<file path="src/rtl/ones_cnt_pkg.sv">
package ones_cnt_pkg;
  localparam int unsigned CNT_W = 4;
  typedef logic [CNT_W-1:0] cnt_t;
  typedef struct packed {
    logic s;
    logic c;
  } sc_t;
endpackage

</file>
<file path="src/rtl/ones_cnt_ha.sv">
module ones_cnt_ha
  import ones_cnt_pkg::*;
(
  input  logic a_i,
  input  logic b_i,
  output sc_t  sc_o
);
  assign sc_o.s = a_i ^ b_i;
  assign sc_o.c = a_i & b_i;
endmodule

</file>
<file path="src/rtl/ones_cnt_fa.sv">
module ones_cnt_fa
  import ones_cnt_pkg::*;
(
  input  logic a_i,
  input  logic b_i,
  input  logic c_i,
  output sc_t  sc_o
);
  logic p;
  assign p      = a_i ^ b_i;
  assign sc_o.s = p ^ c_i;
  assign sc_o.c = (a_i & b_i) | (p & c_i);
endmodule

</file>
<file path="src/rtl/ones_cnt_tree.sv">
module ones_cnt_tree
  import ones_cnt_pkg::*;
#(
  parameter int unsigned NUM_IN = 8
) (
  input  logic [NUM_IN-1:0] bits_i,
  output logic [CNT_W-1:0]  count_o
);
  localparam int unsigned LEAD_W = NUM_IN - 6;  // 2 or 3 bits in the lead group
  localparam int unsigned GRP_B  = LEAD_W;      // start of second group
  localparam int unsigned GRP_C  = LEAD_W + 3;  // start of third group

  sc_t grp [3];
  sc_t sum_tot, car_tot, w2_mrg, w4_mrg;

  // lead group is a half adder (8 in) or a full adder (9 in)
  generate
    if (NUM_IN == 8) begin : g_lead_ha
      ones_cnt_ha u_lead (.a_i(bits_i[0]), .b_i(bits_i[1]), .sc_o(grp[0]));
    end else if (NUM_IN == 9) begin : g_lead_fa
      ones_cnt_fa u_lead (.a_i(bits_i[0]), .b_i(bits_i[1]), .c_i(bits_i[2]),
                          .sc_o(grp[0]));
    end else begin : g_bad_cfg
      $error("ones_cnt_tree: NUM_IN must be 8 or 9");
    end
  endgenerate

  ones_cnt_fa u_grp_b (.a_i(bits_i[GRP_B]), .b_i(bits_i[GRP_B+1]),
                       .c_i(bits_i[GRP_B+2]), .sc_o(grp[1]));
  ones_cnt_fa u_grp_c (.a_i(bits_i[GRP_C]), .b_i(bits_i[GRP_C+1]),
                       .c_i(bits_i[GRP_C+2]), .sc_o(grp[2]));

  // stage 2: weight-1 sums and weight-2 carries reduced separately
  ones_cnt_fa u_sums (.a_i(grp[0].s), .b_i(grp[1].s), .c_i(grp[2].s),
                      .sc_o(sum_tot));
  ones_cnt_fa u_cars (.a_i(grp[0].c), .b_i(grp[1].c), .c_i(grp[2].c),
                      .sc_o(car_tot));

  // stage 3: two weight-2 terms
  ones_cnt_ha u_w2 (.a_i(sum_tot.c), .b_i(car_tot.s), .sc_o(w2_mrg));
  // stage 4: two weight-4 terms
  ones_cnt_ha u_w4 (.a_i(w2_mrg.c), .b_i(car_tot.c), .sc_o(w4_mrg));

  assign count_o = {w4_mrg.c, w4_mrg.s, w2_mrg.s, sum_tot.s};
endmodule

</file>
<file path="config.mk">
export PLATFORM = sky130hd
export DESIGN_NAME = ones_cnt_tree
export DESIGN_NICKNAME = d
export VERILOG_FILES = /design/src/rtl/ones_cnt_pkg.sv /design/src/rtl/ones_cnt_ha.sv /design/src/rtl/ones_cnt_fa.sv /design/src/rtl/ones_cnt_tree.sv
export SDC_FILE = /design/constraint.sdc
export NUM_CORES = 1
export LEC_CHECK = 0
export BUFFER_PORTS_ARGS = -buffer_cell sky130_fd_sc_hd__buf_2
export CAP_MARGIN = 5
export CORE_AREA = 2 2 39 41
export DETAILED_ROUTE_END_ITERATION = 6
export DIE_AREA = 0 0 41 43
export MAX_ROUTING_LAYER = met4
export SLEW_MARGIN = 20
export SYNTH_ARGS = -nofsm -noshare
export SYNTH_HDL_FRONTEND = slang
export SYNTH_SLANG_ARGS = --single-unit
export TNS_END_PERCENT = 20
</file>
<file path="constraint.sdc">
create_clock -name vclk -period 1.55
set_clock_uncertainty 0.05 [all_clocks]
set_input_delay 0 -clock vclk [all_inputs]
set_output_delay 0 -clock vclk [all_outputs]
set_load 0.05 [all_outputs]
</file>
==> results of run 1 <==
critical path, stage by stage:
cell and delay (ns):
buf_6 0.09, fa_2 0.47, fa_2 0.40, ha_4 0.18
ha_4 0.26, buf_8 0.13
cells by family (layout without fill, tap and decap cells):
group | after synthesis | after routing | synth area share (%)
buffers and inverters | 5 | 17 | 13.8
adder cells (fa/ha/maj) | 7 | 7 | 86.2
synth_stat cells:
master	instances	area share [%]
ha_1	3	28
fa_1	4	59
inv_1	5	14
worst min-delay path by stage:
stage	to	slack, ns	cells after the start
after global routing	count_o[0]	0.67	4
after global placement	count_o[0]	0.57	4
final	count_o[0]	0.62	4
after detailed placement	count_o[0]	0.59	4
after CTS	count_o[0]	0.63	4
after floorplan	count_o[0]	0.55	2
cell type report:
class                           count  area [µm²]  share of cell area, %
Timing Repair Buffer               12        95.1                   33.5
Tap cell                           16        20.0                   7.05
Multi-Input combinational cell      7         150                   52.9
Inverter                            5        18.8                   6.61
cells in the final DEF (no fill, tap or decap):
cell,instances
inv_2,3
clkbuf_4,1
fa_2,3
ha_4,2
fa_1,1
ha_1,1
buf_8,2
inv_1,2
buf_6,2
buf_2,7
layer usage:
metal / vias up / wire length, µm / GRT usage [%]
met5: - / 0 / -
met4: 0 / 0 / 0
met3: 0 / 56 / 0.524
met2: 7 / 213 / 10.0
met1: 58 / 81 / 4.53
li1: 58 / - / -
where the power goes:
group	internal, mW	switching, mW
Sequential	0	0
Combinational	0.108	0.178
Clock	0	0
stage by stage:
stage	TNS, ns	hold slack, ns	utilization [%]	cells
after detailed placement	-0.534	0.590	16.5	40
after floorplan	0	0.553	-	12
after global placement	-0.455	0.572	16.5	40
final	-0.0376	0.623	20.5	40
after CTS	-0.0302	0.629	19.3	40
after global routing	-0.0782	0.667	20.5	40
repair_timing:
item / CTS / global route
gates cloned: 0 / 0
resized for setup: 12 / 5
endpoints found under the setup margin: 3 / 3
pin swaps: 5 / 4
==> results.cfg, run 1 <==
[grt]
antenna_found_initial = 0
grt_max_degree = 2
grt_pass1_wl_um = 607
grt_overflow = 0
grt_usage_pct = 4.85
grt_pass1_vias = 155

[run_status]
violations = setup timing
outcome = finished with violations

[worst_setup_path]
worstPathArrival_ns = 1.54
crit_type = in2out
setup.worst_path.end = count_o[2]
end_kind = output port
start_kind = input pin
cp.required_ns = 1.50
crit_start = bits_i[7]
cp_max_fo = 1

[placement]
port_buffers = 12
dpl-instance-area_um2 = 229
dp_slack_ns = -0.290
dp.final_hpwl_um = 307
gp_congestion = 0.613

[logic_synthesis]
yosysWarningCount = 0
syn_nets = 27
synth_cell_type_count = 3
netlist_area_um2 = 136
netlist_instances = 12
syn_area_per_cell_um2 = 11.4
ys_seq_area_share_pct = 0

[drt]
wl_per_cell_um = 8.78
vias_per_cell = 3.08
route.detailed.drc = 0
ant_nets = 0
routed_wl_um = 351
vias = 123
drtPass1Iterations = 1
drt_iter0_drc = 0

[cells_and_area]
drive_above_1_share_pct = 83.3
area_delta_synth_final_pct = 108
regArea_um2 = 0
design_area_um2 = 284
seq_cells = 0
diodes = 0
fillers = 155
num-nets-final = 41
clock_buffers = 0

[pwr]
power_mw = 0.286
p_leak_nw = 0.131
irDropWorstVdd_uv = 416
power.density_nw_per_um2 = 1010

[sta]
timing.slew.headroom_pct = 83.6
maxSlewViolCount = 0
finalHoldViolCount = 0
grt_setup_unrepaired = true
min_period_ns = 1.59
worst_pin_slew_ns = 0.248
max_clock_freq_ghz = 0.630
setup_viol = 1
fin_ws_ns = -0.0376
fin_crit_sh_pct = 102

[min_path]
holdCritPathClass = in2out
min_from = bits_i[1]

[die]
core_um2 = 1380
die_h_um = 43
dieArea_um2 = 1760
die_x_um = 41
io_pins = 12
rows = 14
initial_utilization_pct = 9.86

[job]
drv_cap = 0

[clock_tree]
postCtsSetupRepairBufs = 0
hold_buffers = 0
Note: power is estimated with default switching activity, not from simulation.
==> inputs of run 2 (changes only) <==
--- a/config.mk
+++ b/config.mk
@@ -14,5 +14,6 @@
 export SLEW_MARGIN = 20
 export SYNTH_ARGS = -nofsm -noshare
 export SYNTH_HDL_FRONTEND = slang
+export SYNTH_HIERARCHICAL = 1
 export SYNTH_SLANG_ARGS = --single-unit
 export TNS_END_PERCENT = 20
==> results.cfg, run 2 <==
[drt]
ant_nets = 0
drt_iter0_drc = 0
route.detailed.drc = 0
vias_per_cell = 3.14
drtPass1Iterations = 1
vias = 110
wl_per_cell_um = 8.57
routed_wl_um = 300

[worst_setup_path]
end_kind = output port
cp_max_fo = 1
crit_start = bits_i[4]
start_kind = input pin
cp.required_ns = 1.50
worstPathArrival_ns = 1.53
crit_type = in2out

[cells_and_area]
area_delta_synth_final_pct = 114
fillers = 147
final_cell_mix = buf_2, buf_6, fa_2
diodes = 0
drive_above_1_share_pct = 89.5
num-nets-final = 36
multi_input_area_um2 = 140
regArea_um2 = 0
seq_cells = 0
final_common_cell = buf_2
clock_buffers = 0

[job]
drv_cap = 0

[pwr]
power_mw = 0.259
irDropWorstVdd_uv = 575
p_leak_nw = 0.107
power.density_nw_per_um2 = 1030

[placement]
gp_congestion = 0.613
dp.final_hpwl_um = 283
dp_slack_ns = -0.257
port_buffers = 12

[grt]
grt_overflow = 0
grt_pass1_vias = 132
antenna_found_initial = 0
grt_pass1_wl_um = 552
grt_max_degree = 2
grt_usage_pct = 4.33

[die]
initial_utilization_pct = 8.50
die_x_um = 41
io_pins = 12
dieArea_um2 = 1760
die_h_um = 43
rows = 14
core_um2 = 1380

[run_status]
outcome = finished with violations
violations = setup timing

[sta]
worst_pin_slew_ns = 0.251
maxSlewViolCount = 0
fin_crit_sh_pct = 102
finalSetupTns_ns = -0.0258
setup_viol = 1
whs_ns = 0.636
finalHoldViolCount = 0
min_period_ns = 1.58
grt_setup_unrepaired = true
max_clock_freq_ghz = 0.635
timing.slew.headroom_pct = 83.4
fin_ws_ns = -0.0258

[logic_synthesis]
synth_area_leaders = fa_1, ha_1
yosysMostFrequentCell = fa_1
synth.largest_area_cell = fa_1
netlist_area_um2 = 118
syn_nets = 22
syn_area_per_cell_um2 = 16.8
netlist_instances = 7
ys_seq_area_share_pct = 0
synth.top_cell.area_share_pct = 68.1
synthTopCellsByCount = fa_1, ha_1
synth_cell_type_count = 2
yosysWarningCount = 6

[min_path]
holdCritPathClass = in2out
whs_path_depth = 4
hold_end = count_o[0]
min_from = bits_i[1]

[clock_tree]
postCtsSetupRepairBufs = 0
[run 2: cell count changes after synthesis, sizes merged]
| cell | change |
|---|---|
| inv | -5 |
[run 2: how the worst max path moves through the flow]
| stage | to | cells after the start |
|---|---|---|
| 2_1_floorplan | count_o[2] | 4 |
| 3_3_place_gp | count_o[2] | 6 |
| 3_5_place_dp | count_o[2] | 6 |
| 4_1_cts | count_o[2] | 6 |
| 5_1_grt | count_o[2] | 6 |
| 6_report | count_o[2] | 6 |
[run 2: what timing repair did]
action / in CTS / in global routing
resized for setup: 10 / 2
setup endpoints to repair: 3 / 3
hold buffers: 0 / 0
pin swaps: 4 / 5
[run 2: cells by family (layout without fill, tap and decap cells)]
logic type               Yosys count  after routing  synth area share, %
adder cells (fa/ha/maj)            7              7                  100
buffers and inverters              0             12                    0
[run 2: cell type report]
cell class | count | share of cell area, %
multi-input cells | 7 | 55.7
repair buffers | 12 | 36.3
well taps | 16 | 7.96
[run 2: through the flow]
stage,instance area [µm²],util [%],cells
after floorplan,130,-,7
after global placement,210,15.2,35
after detailed placement,210,15.2,35
after CTS,241,17.5,35
after global routing,251,18.2,35
final,251,18.2,35
[run 2: routing by layer]
| layer | vias up | track usage [%] | wire (µm) |
|---|---|---|---|
| met2 | 12 | 6.25 | 127 |
| met4 | 0 | 0 | 0 |
| li1 | 48 | - | - |
| met1 | 50 | 6.77 | 125 |
| met5 | - | - | 0 |
| met3 | 0 | 0.524 | 47 |
[run 2: critical path: stages]
cell	delay (ns)
buf_6	0.10
fa_2	0.38
fa_1	0.46
ha_2	0.20
ha_4	0.26
buf_8	0.13
[run 2: power breakdown]
| part | leakage, nW | switching [mW] | total [mW] | internal, mW |
|---|---|---|---|---|
| clock | 0 | 0 | 0 | 0 |
| sequential | 0 | 0 | 0 | 0 |
| combinational | 0.107 | 0.165 | 0.259 | 0.0941 |
